==> src/rtl/vprc_pkg.sv <==
package vprc_pkg;

    localparam int unsigned BUS_DW = 64;
    localparam int unsigned BUS_AW = 16;

    // Window bases and register offsets inside each window
    localparam logic [BUS_AW-1:0] WIN_LOCAL = 16'h2000;
    localparam logic [BUS_AW-1:0] WIN_OTHER = 16'h4000;
    localparam logic [BUS_AW-1:0] OFS_START = 16'h0028;
    localparam logic [BUS_AW-1:0] OFS_STOP  = 16'h0030;
    localparam logic [BUS_AW-1:0] OFS_MAP   = 16'h0070;

    typedef enum logic [1:0] {
        VP_HALTED,
        VP_RSTPULSE,
        VP_WAITRDY,
        VP_RUNNING
    } vp_state_e;

    typedef enum logic [1:0] {
        SEL_NONE,
        SEL_START,
        SEL_STOP,
        SEL_MAP
    } reg_sel_e;

    function automatic logic [BUS_DW-1:0] vp_valid_mask(input int unsigned n);
        if (n >= BUS_DW) return '1;
        return (BUS_DW'(1) << n) - BUS_DW'(1);
    endfunction

    function automatic reg_sel_e decode_ofs(input logic [BUS_AW-1:0] a);
        if (a == WIN_LOCAL + OFS_START || a == WIN_OTHER + OFS_START) return SEL_START;
        if (a == WIN_LOCAL + OFS_STOP  || a == WIN_OTHER + OFS_STOP)  return SEL_STOP;
        if (a == WIN_LOCAL + OFS_MAP   || a == WIN_OTHER + OFS_MAP)   return SEL_MAP;
        return SEL_NONE;
    endfunction

endpackage

==> src/rtl/vprc_decode.sv <==
module vprc_decode import vprc_pkg::*; #(
    parameter int unsigned NUM_VP = 1
) (
    input  logic              req_valid,
    input  logic              req_write,
    input  logic [BUS_AW-1:0] req_addr,
    input  logic [BUS_DW-1:0] req_wdata,
    output logic [NUM_VP-1:0] start_bits,
    output logic [NUM_VP-1:0] stop_bits,
    output logic              rd_strobe,
    output logic              rd_map
);
    localparam logic [BUS_DW-1:0] VALID = vp_valid_mask(NUM_VP);

    reg_sel_e          sel;
    logic [BUS_DW-1:0] masked;
    logic              wr_go;
    logic              unused_ok;

    assign sel       = decode_ofs(req_addr);
    assign masked    = req_wdata & VALID;
    assign wr_go     = req_valid && req_write;
    assign unused_ok = ^masked;

    assign start_bits = (wr_go && sel == SEL_START) ? masked[NUM_VP-1:0] : '0;
    assign stop_bits  = (wr_go && sel == SEL_STOP)  ? masked[NUM_VP-1:0] : '0;
    assign rd_strobe  = req_valid && !req_write;
    assign rd_map     = rd_strobe && sel == SEL_MAP;

endmodule

==> src/rtl/vprc_slot.sv <==
module vprc_slot import vprc_pkg::*; (
    input  logic clk,
    input  logic rst,
    input  logic start_cmd,
    input  logic stop_cmd,
    input  logic core_ready,
    output logic core_rst,
    output logic halt_req,
    output logic running
);
    vp_state_e st, st_nx;
    logic      halt_q;
    logic      stop_fire;

    always_comb begin
        st_nx = st;
        unique case (st)
            VP_HALTED:   if (start_cmd) st_nx = VP_RSTPULSE;
            VP_RSTPULSE: st_nx = VP_WAITRDY;
            // start completion is applied before a same-cycle stop
            VP_WAITRDY:  if (core_ready) st_nx = stop_cmd ? VP_HALTED : VP_RUNNING;
            VP_RUNNING:  if (stop_cmd) st_nx = VP_HALTED;
            default:     st_nx = VP_HALTED;
        endcase
    end

    assign stop_fire = stop_cmd &&
                       (st == VP_RUNNING || (st == VP_WAITRDY && core_ready));

    always_ff @(posedge clk) begin
        if (rst) begin
            st     <= VP_HALTED;
            halt_q <= 1'b0;
        end else begin
            st     <= st_nx;
            halt_q <= stop_fire;
        end
    end

    assign core_rst = (st == VP_RSTPULSE);
    assign halt_req = halt_q;
    assign running  = (st == VP_RUNNING);

endmodule

==> src/rtl/vprc_rdback.sv <==
module vprc_rdback import vprc_pkg::*; #(
    parameter int unsigned NUM_VP = 1
) (
    input  logic              clk,
    input  logic              rst,
    input  logic              rd_strobe,
    input  logic              rd_map,
    input  logic [NUM_VP-1:0] run_map,
    output logic              rd_valid,
    output logic [BUS_DW-1:0] rd_data
);
    logic [BUS_DW-1:0] map_ext;

    always_comb begin
        map_ext              = '0;
        map_ext[NUM_VP-1:0]  = run_map;
    end

    always_ff @(posedge clk) begin
        if (rst) begin
            rd_valid <= 1'b0;
            rd_data  <= '0;
        end else begin
            rd_valid <= rd_strobe;
            rd_data  <= rd_map ? map_ext : '0;
        end
    end

endmodule

==> src/rtl/vp_runctl.sv <==
module vp_runctl import vprc_pkg::*; #(
    parameter int unsigned       NUM_VP     = 1,
    parameter logic [BUS_DW-1:0] START_MASK = 64'h1
) (
    input  logic              clk,
    input  logic              rst,
    input  logic              req_valid,
    input  logic              req_write,
    input  logic [BUS_AW-1:0] req_addr,
    input  logic [BUS_DW-1:0] req_wdata,
    output logic              rd_valid,
    output logic [BUS_DW-1:0] rd_data,
    input  logic [NUM_VP-1:0] core_ready,
    output logic [NUM_VP-1:0] core_rst,
    output logic [NUM_VP-1:0] halt_req
);
    localparam logic [BUS_DW-1:0] VALID = vp_valid_mask(NUM_VP);

    // Configuration guards: processor count and boot mask must fit
    if (NUM_VP < 1 || NUM_VP > BUS_DW) begin : g_bad_count
        $error("vp_runctl: NUM_VP out of range");
    end
    if ((START_MASK & ~VALID) != '0) begin : g_bad_boot
        $error("vp_runctl: START_MASK names processors beyond NUM_VP");
    end

    logic [NUM_VP-1:0] dec_start, dec_stop, start_vec, run_map;
    logic              rd_strobe, rd_map;
    logic              boot_q;

    vprc_decode #(.NUM_VP(NUM_VP)) u_decode (
        .req_valid  (req_valid),
        .req_write  (req_write),
        .req_addr   (req_addr),
        .req_wdata  (req_wdata),
        .start_bits (dec_start),
        .stop_bits  (dec_stop),
        .rd_strobe  (rd_strobe),
        .rd_map     (rd_map)
    );

    // Boot start is issued as an ordinary start command
    always_ff @(posedge clk) begin
        if (rst) boot_q <= 1'b1;
        else     boot_q <= 1'b0;
    end

    assign start_vec = dec_start | (boot_q ? START_MASK[NUM_VP-1:0] : '0);

    for (genvar g = 0; g < NUM_VP; g++) begin : g_slot
        vprc_slot u_slot (
            .clk        (clk),
            .rst        (rst),
            .start_cmd  (start_vec[g]),
            .stop_cmd   (dec_stop[g]),
            .core_ready (core_ready[g]),
            .core_rst   (core_rst[g]),
            .halt_req   (halt_req[g]),
            .running    (run_map[g])
        );
    end

    vprc_rdback #(.NUM_VP(NUM_VP)) u_rdback (
        .clk       (clk),
        .rst       (rst),
        .rd_strobe (rd_strobe),
        .rd_map    (rd_map),
        .run_map   (run_map),
        .rd_valid  (rd_valid),
        .rd_data   (rd_data)
    );

endmodule

==> config.mk <==
export PLATFORM = sky130hd
export DESIGN_NAME = vp_runctl
export DESIGN_NICKNAME = d
export VERILOG_FILES = /design/src/rtl/vprc_pkg.sv /design/src/rtl/vprc_decode.sv /design/src/rtl/vprc_slot.sv /design/src/rtl/vprc_rdback.sv /design/src/rtl/vp_runctl.sv
export SDC_FILE = /design/constraint.sdc
export NUM_CORES = 1
export LEC_CHECK = 0
export BUFFER_PORTS_ARGS = -buffer_cell sky130_fd_sc_hd__buf_2
export CAP_MARGIN = 20
export CORE_AREA = 2 2 58 60
export CTS_CLUSTER_SIZE = 16
export DETAILED_ROUTE_END_ITERATION = 16
export DIE_AREA = 0 0 60 62
export PLACE_DENSITY = 0.8
export SETUP_SLACK_MARGIN = 0.4
export SYNTH_ARGS = -nofsm -noshare
export SYNTH_HDL_FRONTEND = slang
export SYNTH_SLANG_ARGS = --single-unit
==> constraint.sdc <==
create_clock -name clk -period 1.8 [get_ports clk]
set_input_delay 0.18 -clock clk [delete_from_list [all_inputs] [get_ports clk]]
set_output_delay 0.18 -clock clk [all_outputs]
set_load 0.01 [all_outputs]
==> summary.txt <==
Min path
  – Hold Path Class: input pin to flip-flop

Detailed routing
  – Pre-Repair DR Iteration Count: 2
  – Number of nets with antenna violations after routing: 0
  – Vias per cell: roughly 3.0
  – Routed len/inst: just under 6 µm
  – Total wire length: 948 µm
  – Total number of vias: about 500
  – DRC violations left: 0
  – Iteration-0 DRC count of the detailed router: 26

Global route
  – Wire length of the first global-routing pass: between 1 and 1.5 mm
  – Global route overflow: 0
  – Number of global-route vias before repair: roughly 320
  – Initial antenna violation count: 0
  – Maximum number of pins on one net before global-route repair: 6
  – Combined global-route utilization of all metal layers: 0.0440

Power
  – Switching power: around 130 µW
  – Total internal power: between 200 and 250 µW
  – Clk pwr share: 0.300
  – Portion of total power attributed to combinational logic: 0.304
  – Static leakage power: 0.402 nW
  – Net switching share of the total power: 0.343
  – Seq pwr share: 0.395
  – Pwr Density: between 500 and 600 nW/µm²
  – Worst ir drop on vdd: 0.143 mV

Status
  – Outcome: completed

Clock network
  – TritonCTS buffer count: 3
  – Clock Root Buffer: clkbuf_4
  – Cts hold-fix bufs: 0
  – CTS sink cnt: 6
  – H-tree depth: 1
  – Clock insertion delay at the later pin of the skew report: 0.23 ns
  – Clock tree from TritonCTS: yes
  – Post-CTS setup buffer count: 0
  – Number of buffers on the longest clock path: 2
  – Clock slew at reported path FFs: about 0.040 ns
  – PostCTS Resize Cnt: 0

Worst setup path
  – CP required: between 1.5 and 2 ns
  – Critical path start-end classification: input pin to flip-flop
  – Slack of the worst reg-to-reg path: roughly 0.75 ns
  – CP Capture Type: flip-flop
  – Worst Path Max Fanout: 4
  – Worst Setup Start Kind: input pin
  – Worst Path Arrival: between 1.5 and 2 ns

Synthesis
  – Area share of the largest cell type after synthesis: 0.631
  – Flip-flop and latch count after synthesis: 6
  – Number of synthesis warnings: 0
  – Sequential-to-total area share from yosys stat: 0.160
  – Library cell occupying the most area in the post-synthesis netlist: buf_4
  – Cell count after synthesis: around 90
  – Post-Synthesis Cell Area: roughly 750 µm²
  – Count of cell types in the netlist: 20
  – Average instance area after synthesis: 8.24 µm²
  – Leading cell types by total area after synthesis: buf_4 63%, dfxtp_1 16%, nor3_1 2.0%

Finish
  – Area growth syn-to-layout: -4.67%
  – Number of filler instances in the final layout: 353
  – Most used cells in the layout excluding fill and tap cells: 63 x conb_1, 25 x buf_2, 6 x dfxtp_1
  – Nets: approximately 210
  – Total area of sequential cells: roughly 120 µm²
  – Most common cell after layout, fill and taps aside: conb_1
  – Share of post-route cells with drive strength above 1: 0.254
  – Area of combinational cells with multiple inputs: slightly below 400 µm²
  – Antenna cells: 0
  – Final Core Density: 0.225

Floorplan
  – Initial core utilization: 0.236
  – Die height: between 60 and 70 µm
  – CORE AREA: 3180 µm²
  – Number of placed I/O pins: approximately 150
  – Rows: 21
  – Die footprint: 3720 µm²
  – Die width: ~60 µm

Timing
  – Max Slew Vio Count: 0
  – Final worst path period need: approximately 1.3 ns
  – Portion of the clock cycle consumed by the worst path in the final layout: 0.748
  – Final worst hold slack: ~0.11 ns
  – Setup repair after global routing missed its margin: no
  – Final Hold Vio Count: 0
  – Highest Clock Rate: 0.743 GHz
  – Endpoints failing setup: 0
  – Final setup skew: ~0.0019 ns
  – Final setup TNS: 0 ns

Place
  – Detailed placer's ending HPWL: 902 µm
  – Weighted congestion at the end of routability-driven global placement: 0.698
  – IO buf count: 25

Job
  – Number of violations of the max-capacitance limit: 0
[final timing paths]
check	start	endpoint	depth (start not counted)
worst max register to register	g_slot[0].u_slot.st[1]$_SDFFE_PP0P_	g_slot[0].u_slot.halt_req$_SDFF_PP0_	3
worst min-delay path	rst	boot_q$_DFF_P_	1
worst min register to register	boot_q$_DFF_P_	g_slot[0].u_slot.st[0]$_SDFFE_PP0P_	2
worst max-delay path	req_addr[1]	g_slot[0].u_slot.st[0]$_SDFFE_PP0P_	5
[critical path: stages]
cell and delay (ns):
buf_2 0.10, nor4b_2 0.27, nand4_1 0.23, or4b_1 0.55, a21oi_1 0.16
[power by group through the flow]
stage | logic (mW) | clock network (mW) | registers [mW]
after floorplan | 0.181 | 0 | 0.150
after global placement | 0.111 | 0 | 0.150
after detailed placement | 0.112 | 0 | 0.151
after CTS | 0.113 | 0.121 | 0.149
after global routing | 0.132 | 0.138 | 0.150
final | 0.114 | 0.113 | 0.149
[layout make-up]
type / count / area share
well taps: 46 / 0.0806
multi-input cells: 84 / 0.545
flip-flops and latches: 6 / 0.168
clock buffers: 3 / 0.0315
repair buffers: 25 / 0.175
[sequential cells by signal, summed over array words and instances, names as in the netlist]
signal / flops
g_slot.u_slot.halt_req: 1
g_slot.u_slot.st: 2
u_rdback.rd_valid: 1
boot_q: 1
u_rdback.rd_data: 1
[cell usage after synthesis (all sizes together)]
library cell / count
buf: 63
and4: 1
o31ai: 1
nand4b: 1
nand3b: 1
nor3: 3
nor4: 2
a21oi: 1
conb: 1
nor3b: 1
xor2: 1
a211oi: 1
nand4: 1
nor2: 3
or4b: 1
nor2b: 1
nor4b: 2
dfxtp: 6
[stage by stage]
stage | worst slack, ns | cell area (µm²) | total power, mW | std cells
after global routing | 0.408 | 714 | 0.420 | 164
after global placement | 0.208 | 692 | 0.262 | 161
after detailed placement | 0.181 | 692 | 0.263 | 161
after CTS | 0.426 | 714 | 0.383 | 164
after floorplan | 0.506 | 982 | 0.331 | 153
final | 0.454 | 714 | 0.376 | 164
[routing by layer]
metal	vias to the layer above	GRT usage	share of wire	routed length (µm)
met5	-	0	0	0
met4	0	0.0190	0	0
met3	0	0.0290	0.20	188
met2	59	0.0823	0.49	464
met1	209	0.0359	0.31	294
li1	229	-	-	-
[logic make-up (layout without fill, tap and decap cells)]
logic type	Yosys count	after routing	share of synthesized area
flops	6	6	0.160
simple gates	17	17	0.165
xor+xnor	1	1	0.0117
other cells	1	63	0.00500
compound gates	3	3	0.0267
buf+inv	63	28	0.631
No activity file was read; power rests on OpenSTA's default activity.
